[src/rtl/sdem_pkg.sv]
package sdem_pkg;
  localparam int LFSR_W = 15;

  // distinct, never-zero start state per layer
  function automatic logic [LFSR_W-1:0] seed_for(input int k);
    return LFSR_W'(((k + 1) * 4093) ^ 32'h2b6d) | LFSR_W'(1);
  endfunction
endpackage

[src/rtl/sdem_lfsr.sv]
module sdem_lfsr #(
  parameter int W = 15,
  parameter logic [W-1:0] SEED = 1
) (
  input  logic clk_i,
  input  logic rst_ni,
  output logic dir_o
);
  logic [W-1:0] q;

  always_ff @(posedge clk_i or negedge rst_ni) begin
    if (!rst_ni) q <= SEED;
    else         q <= {q[W-2:0], q[W-1] ^ q[W-2]};
  end

  assign dir_o = q[0];
endmodule

[src/rtl/sdem_split.sv]
// switching block: odd residue goes to hi when dir=+1, to lo when dir=-1
module sdem_split #(
  parameter int W = 5
) (
  input  logic [W-1:0] x_i,
  input  logic         dir_i,
  output logic [W-1:0] hi_o,
  output logic [W-1:0] lo_o
);
  logic [W-1:0] half;

  assign half = x_i >> 1;
  assign hi_o = half + W'(x_i[0] & dir_i);
  assign lo_o = half + W'(x_i[0] & ~dir_i);
endmodule

[src/rtl/sdem_tree.sv]
module sdem_tree #(
  parameter int DEPTH = 5,
  parameter int VW    = 5
) (
  input  logic [VW-1:0]       root_i,
  input  logic [DEPTH-1:0]    dir_i,
  output logic [2**DEPTH-1:0] leaf_o
);
  localparam int INNER = 2**DEPTH - 1;
  localparam int NODES = 2**(DEPTH+1) - 1;

  logic [VW-1:0] val [NODES];

  assign val[0] = root_i;

  // heap order: node i feeds 2i+1 and 2i+2
  for (genvar i = 0; i < INNER; i++) begin : g_node
    localparam int LVL = $clog2(i + 2) - 1;
    sdem_split #(.W(VW)) i_split (
      .x_i  (val[i]),
      .dir_i(dir_i[LVL]),
      .hi_o (val[2*i+1]),
      .lo_o (val[2*i+2])
    );
  end

  for (genvar k = 0; k < 2**DEPTH; k++) begin : g_leaf
    assign leaf_o[k] = (val[INNER+k] != '0);
  end
endmodule

[src/rtl/sdem_encoder.sv]
module sdem_encoder
  import sdem_pkg::*;
#(
  parameter int CODE_W  = 10,
  parameter int LSB_SEG = 5
) (
  input  logic                          clk_i,
  input  logic                          rst_ni,
  input  logic [CODE_W-1:0]             code_i,
  output logic [2**(CODE_W-LSB_SEG)-1:0] unit_o,
  output logic [LSB_SEG-1:0]            pair_a_o,
  output logic [LSB_SEG-1:0]            pair_b_o
);
  localparam int MSB_BITS = CODE_W - LSB_SEG;
  localparam int N_UNIT   = 2**MSB_BITS;
  localparam int N_LAYER  = LSB_SEG + MSB_BITS;

  logic [N_LAYER-1:0] dir;
  logic [LSB_SEG-1:0] pa_d, pb_d;
  logic [N_UNIT-1:0]  unit_d;

  for (genvar k = 0; k < N_LAYER; k++) begin : g_seq
    sdem_lfsr #(.W(LFSR_W), .SEED(seed_for(k))) i_lfsr (
      .clk_i,
      .rst_ni,
      .dir_o(dir[k])
    );
  end

  // binary segment: one element of the pair per set bit
  for (genvar j = 0; j < LSB_SEG; j++) begin : g_pair
    assign pa_d[j] = code_i[j] &  dir[j];
    assign pb_d[j] = code_i[j] & ~dir[j];
  end

  // unit segment
  sdem_tree #(.DEPTH(MSB_BITS), .VW(MSB_BITS)) i_tree (
    .root_i(code_i[CODE_W-1:LSB_SEG]),
    .dir_i (dir[N_LAYER-1:LSB_SEG]),
    .leaf_o(unit_d)
  );

  always_ff @(posedge clk_i or negedge rst_ni) begin
    if (!rst_ni) begin
      unit_o   <= '0;
      pair_a_o <= '0;
      pair_b_o <= '0;
    end else begin
      unit_o   <= unit_d;
      pair_a_o <= pa_d;
      pair_b_o <= pb_d;
    end
  end
endmodule

[config.mk]
export PLATFORM = sky130hd
export DESIGN_NAME = sdem_encoder
export DESIGN_NICKNAME = d
export VERILOG_FILES = /design/src/rtl/sdem_pkg.sv /design/src/rtl/sdem_lfsr.sv /design/src/rtl/sdem_split.sv /design/src/rtl/sdem_tree.sv /design/src/rtl/sdem_encoder.sv
export SDC_FILE = /design/constraint.sdc
export NUM_CORES = 1
export LEC_CHECK = 0
export CORE_ASPECT_RATIO = 1.4
export CORE_UTILIZATION = 36
export DETAILED_ROUTE_END_ITERATION = 10
export PLACE_DENSITY_LB_ADDON = 0.2
export SETUP_SLACK_MARGIN = 0.4
export SYNTH_ARGS = -nofsm -noshare
export SYNTH_HDL_FRONTEND = slang
export SYNTH_SLANG_ARGS = --single-unit
[constraint.sdc]
create_clock -name clk_i -period 9.6 [get_ports clk_i]
set_input_delay 0.96 -clock clk_i [delete_from_list [all_inputs] [get_ports clk_i]]
set_output_delay 0.96 -clock clk_i [all_outputs]
set_load 0.02 [all_outputs]
# After elaboration in Yosys (flattened, before gate mapping)
# Cells that the tools add are included.
[totals]
regBits = 192
out_inout_bits = 42
elab_cells = 199
[op_classes]
addsub = 62
bitwise_logic = 92
n_reduce_logical = 32
[ops]
columns = ["operator", "n"]
rows = [
  ["$reduce_bool 5->1", 32],
  ["$add 4x1->5", 31],
  ["$add 4x5->5", 31],
  ["$and 1x5->5", 31],
  ["$and 1x1->1", 41],
  ["$not 1->5", 5],
  ["$xor 1x1->1", 10],
  ["$not 1->1", 5],
]

# Longest topological paths before layout
[logic_depth]
ltp_word = 12
mapped_depth = 19
depth_no_buf = 16

# By module
# A second synthesis with hierarchy kept.
[unflattened]
cells_unflattened = 742
area_unflattened_um2 = 9237.6
[modules_own_cells]
columns = ["mod", "instances", "cells_per_inst", "area_each_um2", "seq_area_each_um2"]
rows = [
  ["sdem_split", 31, 14, 122.6, 0.0],
  ["sdem_lfsr (g_seq[2].i_lfsr ...)", 4, 16, 391.6, 382.9],
  ["sdem_lfsr (g_seq[1].i_lfsr ...)", 3, 16, 394.1, 385.4],
  ["sdem_encoder", 1, 52, 1113.6, 1051.0],
  ["sdem_lfsr (g_seq[0].i_lfsr ...)", 2, 16, 390.4, 381.6],
  ["sdem_tree", 1, 96, 400.4, 0.0],
  ["sdem_lfsr (g_seq[5].i_lfsr)", 1, 16, 392.9, 384.1],
]

# Worst setup path before layout
# No wires, ideal clock.
[synth_path]
kind = "input port to flip-flop"
startpoint = "input port code_i[5]"
endpoint = "register unit_o[13]"
arrival_time_ps = 4480
required_ps = 9472
path_slack_ps = 4992
stages = 17
path_buffers = 2
path_cell_list = "and2_1 ha_1 ha_1 ha_1 ha_1 xor2_1 xnor2_2 ha_1 clkbuf_1 xnor2_1 ha_1 clkbuf_1 xor2_1 ha_1 or3b_1 a32oi_1 o21ai_0"
[synth_between]
elab_chain_cells = 11
[synth_rtl]
columns = ["item", "line", "source"]
rows = [
  ["start, declared", "sdem_encoder.sv:9", "input logic [CODE_W-1:0] code_i,"],
  ["$and 1x1->1 (*)", "sdem_split.sv:13", "assign hi_o = half + W'(x_i[0] & dir_i);"],
  ["$add 4x1->5 (*)", "sdem_split.sv:13", ""],
  ["$and 1x5->5", "sdem_split.sv:14", "assign lo_o = half + W'(x_i[0] & ~dir_i);"],
  ["$add 4x5->5 (*)", "sdem_split.sv:14", ""],
  ["$and 1x5->5", "sdem_split.sv:14", ""],
  ["$add 4x5->5 (*)", "sdem_split.sv:14", ""],
  ["$and 1x1->1", "sdem_split.sv:13", ""],
  ["$add 4x1->5 (*)", "sdem_split.sv:13", ""],
  ["$and 1x5->5", "sdem_split.sv:14", ""],
  ["$add 4x5->5 (*)", "sdem_split.sv:14", ""],
  ["$reduce_bool 5->1 (*)", "sdem_tree.sv:28", "assign leaf_o[k] = (val[INNER+k] != '0);"],
  ["named net i_tree.leaf_o[13]", "sdem_tree.sv:7", "output logic [2**DEPTH-1:0] leaf_o"],
  ["end signal, assigned", "sdem_encoder.sv:49", "unit_o <= unit_d;"],
  ["end, declared", "sdem_encoder.sv:10", "output logic [2**(CODE_W-LSB_SEG)-1:0] unit_o,"],
]
# Mark *: on every way through the listed nets, which the timed path passes. The rest lies on a longest branch.

# Worst setup path in the final report
# Same ends and word-level chain as after synthesis.

==> results <==
- The vertical die dimension is 188 µm.
- Counting every net in the synthesized netlist gives 851.
- In the finished design, the share of the clock period the worst path needs comes to 50.4%.
- After detailed routing, the number of remaining DRC violations is 0.
- The fraction of registers with async set or reset after synthesis is 100%.
- The kind of critical path is input port to flop.
- The finished layout cell area is 10400 µm².
- The share of post-route cells with drive strength above 1 is 14.7%.
- The gate count of the mapped netlist is 715.
- The netlist area before placement is 8920 µm².
- The number of antenna violations at the first check in global routing is 0.
- The count of final hold-check violations is 0.
- The cell with the largest stage delay on the worst path is clkdlybuf4s50_1.
- The beginning of the worst hold path is g_seq[8].i_lfsr.q[11].
- The path with the worst hold slack has its endpoint at g_seq[8].i_lfsr.q[12].
- The congestion estimate from routability-driven global placement came to 0.771.
- The number of gates resized after CTS is 0.
- The run finished with clean final reports.
- At the end of the flow, the number of nets in the layout was 911.
- The number of clock buffers added by TritonCTS is 17.
- The overall global routing resource usage is 13.5%.
- Setup total negative slack on the finished layout was measured at 0 ns.
- The number of hold-repair buffers added at the cts stage is 0.
- Relative to the synthesized area, the layout overhead comes to 16.7%.
- By instance count, the cell type seen most on the critical path is ha_1.
- The average wire length per cell after detail routing is 14.4 µm.
- The detailed router finished its first iteration with 142 violations.
- The cell count of the worst reg-to-reg path is 15.
- Measured along the x axis, the die boundary spans 135 µm.
- The synthesis-stage register bit count is 192.
- Along the worst path, the maximum fanout reaches 9.
- Summing the sequential cell areas from Yosys gives 54.8% of the chip area.
- The required time at the worst-slack endpoint is 9.91 ns.
- The number of cells on the worst hold path is 0.
- The category of the worst setup path launch point is an input port.
- IR analysis of the VDD net gives a maximum drop of 0.000147 V.
- The clock-pin slew of the registers on the worst-case setup and hold paths is 0.08 ns.
- Counting flops with a built-in enable in the synthesized netlist gives 0.
- For this run, the top clock speed supported by timing is 0.207 GHz.
- The row count is 67.
- Port buffering added 53 buffers.
- The endpoint type of the worst setup path is a flop.
- The detailed-route wire length is 15900 µm.
- Post-CTS timing repair inserted 0 buffers for setup.
- The standby leakage power is 5.11 nW.
- The number of detailed-routing iterations run before antenna repair is 4.
- The number of antenna cells inserted is 0.
- The worst pin sits at a relative slew slack of 32.4%.
- The slew of the pin with the lowest slew margin is 1.01 ns.
- Setup repair after global routing left no endpoint under its margin.
- The placed instances occupy a cell area of 9790 µm².
- The cell sitting at the root of the clock tree is a clkbuf_16.
- The pin count of the biggest net entering global routing is 110.
- The worst setup slack after layout is 4.77 ns.
- Data on the critical path arrives at its endpoint at 5.15 ns.
- Setup violations remaining at the end of the flow were counted as 0.
- The worst flop-to-flop path endpoint is unit_o[13].
- The startpoint of the most critical register-to-register path is g_seq[5].i_lfsr.q[0].
- The signal on the critical path passes through clkdlybuf4s50_1 -> and2_1 -> ha_1 -> ha_1 -> xor2_1 -> ha_1 -> xor2_1 -> xnor2_2 -> ha_1 -> xnor2_1 -> ha_1 -> xor2_1 -> ha_1 -> or3b_1 -> a32oi_1 -> o21ai_0.
- The clock tree skew after final layout is 0.0122 ns.
- The final route contains 5378 vias.
- In the synthesized netlist the dominant register cell turns out to be dfrtp_1.
- The time the final worst path needs with I/O delays and setup is 4.83 ns.
- The power density over the cells is 181 nW/µm².
- Max-cap violations in this run came to 0.
- The unique cell type count in the Yosys netlist is 51.
- The floorplan step defined a die boundary enclosing 25400 µm².
- The largest stage delay on the critical path is 0.46 ns.
- The average via count per standard cell is 4.90.
- After detailed placement, the design holds a cell count of 1066.
- The total power draw is 0.00188 W.
- Detailed placement ended at an HPWL of 11100 µm.
- The count of pins over their slew limit came to 0.
- The total area inside the core boundary comes to 24100 µm².
- The number of H-tree levels is 4.
- The total number of yosys warnings is 0.
- The class of the worst hold path is flop to flop.
- The post-synthesis average cell area is 12.5 µm².
- TritonCTS built the clock tree.
- 54 I/O pins were placed.
- At the later pin of the worst-skew pair, clock insertion delay measures 0.43 ns.
- The worst slack after detailed placement is 4.30 ns.
- The global-route wire length before repair is 27200 µm.
- The setup slack of the worst register-to-register path is 5.21 ns.
- The launching element of the worst setup path is code_i[5].
- The initial core utilization is 37.0%.
- The clock passes through at most 2 buffers.
- The count of cells in the finished layout, fillers not included, comes to 1098.
- The global-route congestion overflow total is 0.
- The count of nets left with antenna violations once routing finished came out at 0.
- The fill cell instance count of the final layout is 2278.
- The number of global-route vias before repair is 5783.
- The TritonCTS sink count is 192.
critical path, delay by kind of cell:
kind            cells  cell delay (ns)
buf+inv             1             0.46
fa+ha+maj           6             1.89
compound gates      2             0.28
simple gates        2             0.49
xor+xnor            5             1.05
where the power goes:
part | internal (W) | switching, W | leakage (nW)
sequential | 0.000841 | 0.00000963 | 2.38
clock | 0.000400 | 0.000341 | 0.302
combinational | 0.000132 | 0.000159 | 2.43
total | 0.00137 | 0.000509 | 5.11
Yosys cell counts, types with 14 or more instances:
cell	instances	share of area [%]
dfrtp_1	127	36
ha_1	124	17
dfstp_2	65	19
nand2_1	47	2.0
nor2_1	44	1.9
and2_1	41	2.9
nor2b_1	37	2.6
o21ai_0	29	1.6
xor2_1	25	2.5
inv_1	23	0.97
xnor2_1	18	1.8
mux2i_1	17	1.9
a21oi_1	14	0.79
metrics by stage:
step | utilization, % | hold WS (ns)
after floorplan | - | 0.331
after global placement | 40.5 | 0.332
after detailed placement | 40.5 | 0.337
after CTS | 43.1 | 0.348
after global routing | 43.1 | 0.354
final | 43.1 | 0.347
cells by family (layout without fill, tap and decap cells):
kind of cell,count (synthesis),count (layout),synth area share (%)
AO/OA/AOI/OAI,93,93,7.08
XOR/XNOR,45,45,4.59
adder cells (fa/ha/maj),124,124,17.4
buffers and inverters,36,109,1.67
flip-flops,192,192,54.8
multiplexers,17,17,1.91
AND/OR/NAND/NOR,208,208,12.6
metal layers:
| layer | wire length (µm) | GRT usage (%) |
|---|---|---|
| met5 | 0 | 0 |
| met4 | 359 | 5.75 |
| met3 | 422 | 2.96 |
| met2 | 7960 | 23.3 |
| met1 | 7130 | 16.1 |
state kept, by name (all words and copies together), names as in the netlist:
| register | cells |
|---|---|
| g_seq.i_lfsr.q | 150 |
| unit_o | 32 |
| pair_a_o | 5 |
| pair_b_o | 5 |
layout make-up:
| class | count | area, µm² | share of cell area [%] |
|---|---|---|---|
| well taps | 310 | 388 | 3.72 |
| clock buffers | 18 | 429 | 4.12 |
| clock inverters | 14 | 198 | 1.90 |
| inverters | 23 | 86.3 | 0.829 |
| flip-flops and latches | 192 | 4890 | 46.9 |
| multi-input cells | 487 | 3890 | 37.3 |
| repair buffers | 54 | 542 | 5.20 |
placed cells by master, fill, tap and decap left out, types with 5 or more instances in the layout:
master / n
and2_1: 41
xnor2_1: 18
nor2b_1: 37
o21ai_1: 5
dfstp_2: 65
clkdlybuf4s50_1: 52
o21a_1: 5
mux2i_1: 17
clkbuf_16: 17
xor2_1: 25
a311oi_1: 6
o21ai_0: 29
nor2_1: 44
ha_1: 124
a211oi_1: 6
nand2_1: 47
nand3_1: 5
nor4_1: 6
a21oi_1: 14
dfrtp_1: 127
inv_1: 23
worst max-delay path by stage:
stage	to	slack (ns)
after floorplan	unit_o[13]	4.99
after global placement	unit_o[13]	4.45
after detailed placement	unit_o[0]	4.30
after CTS	unit_o[13]	4.78
after global routing	unit_o[13]	4.46
final	unit_o[13]	4.77
(Power assumes the default switching activity.)
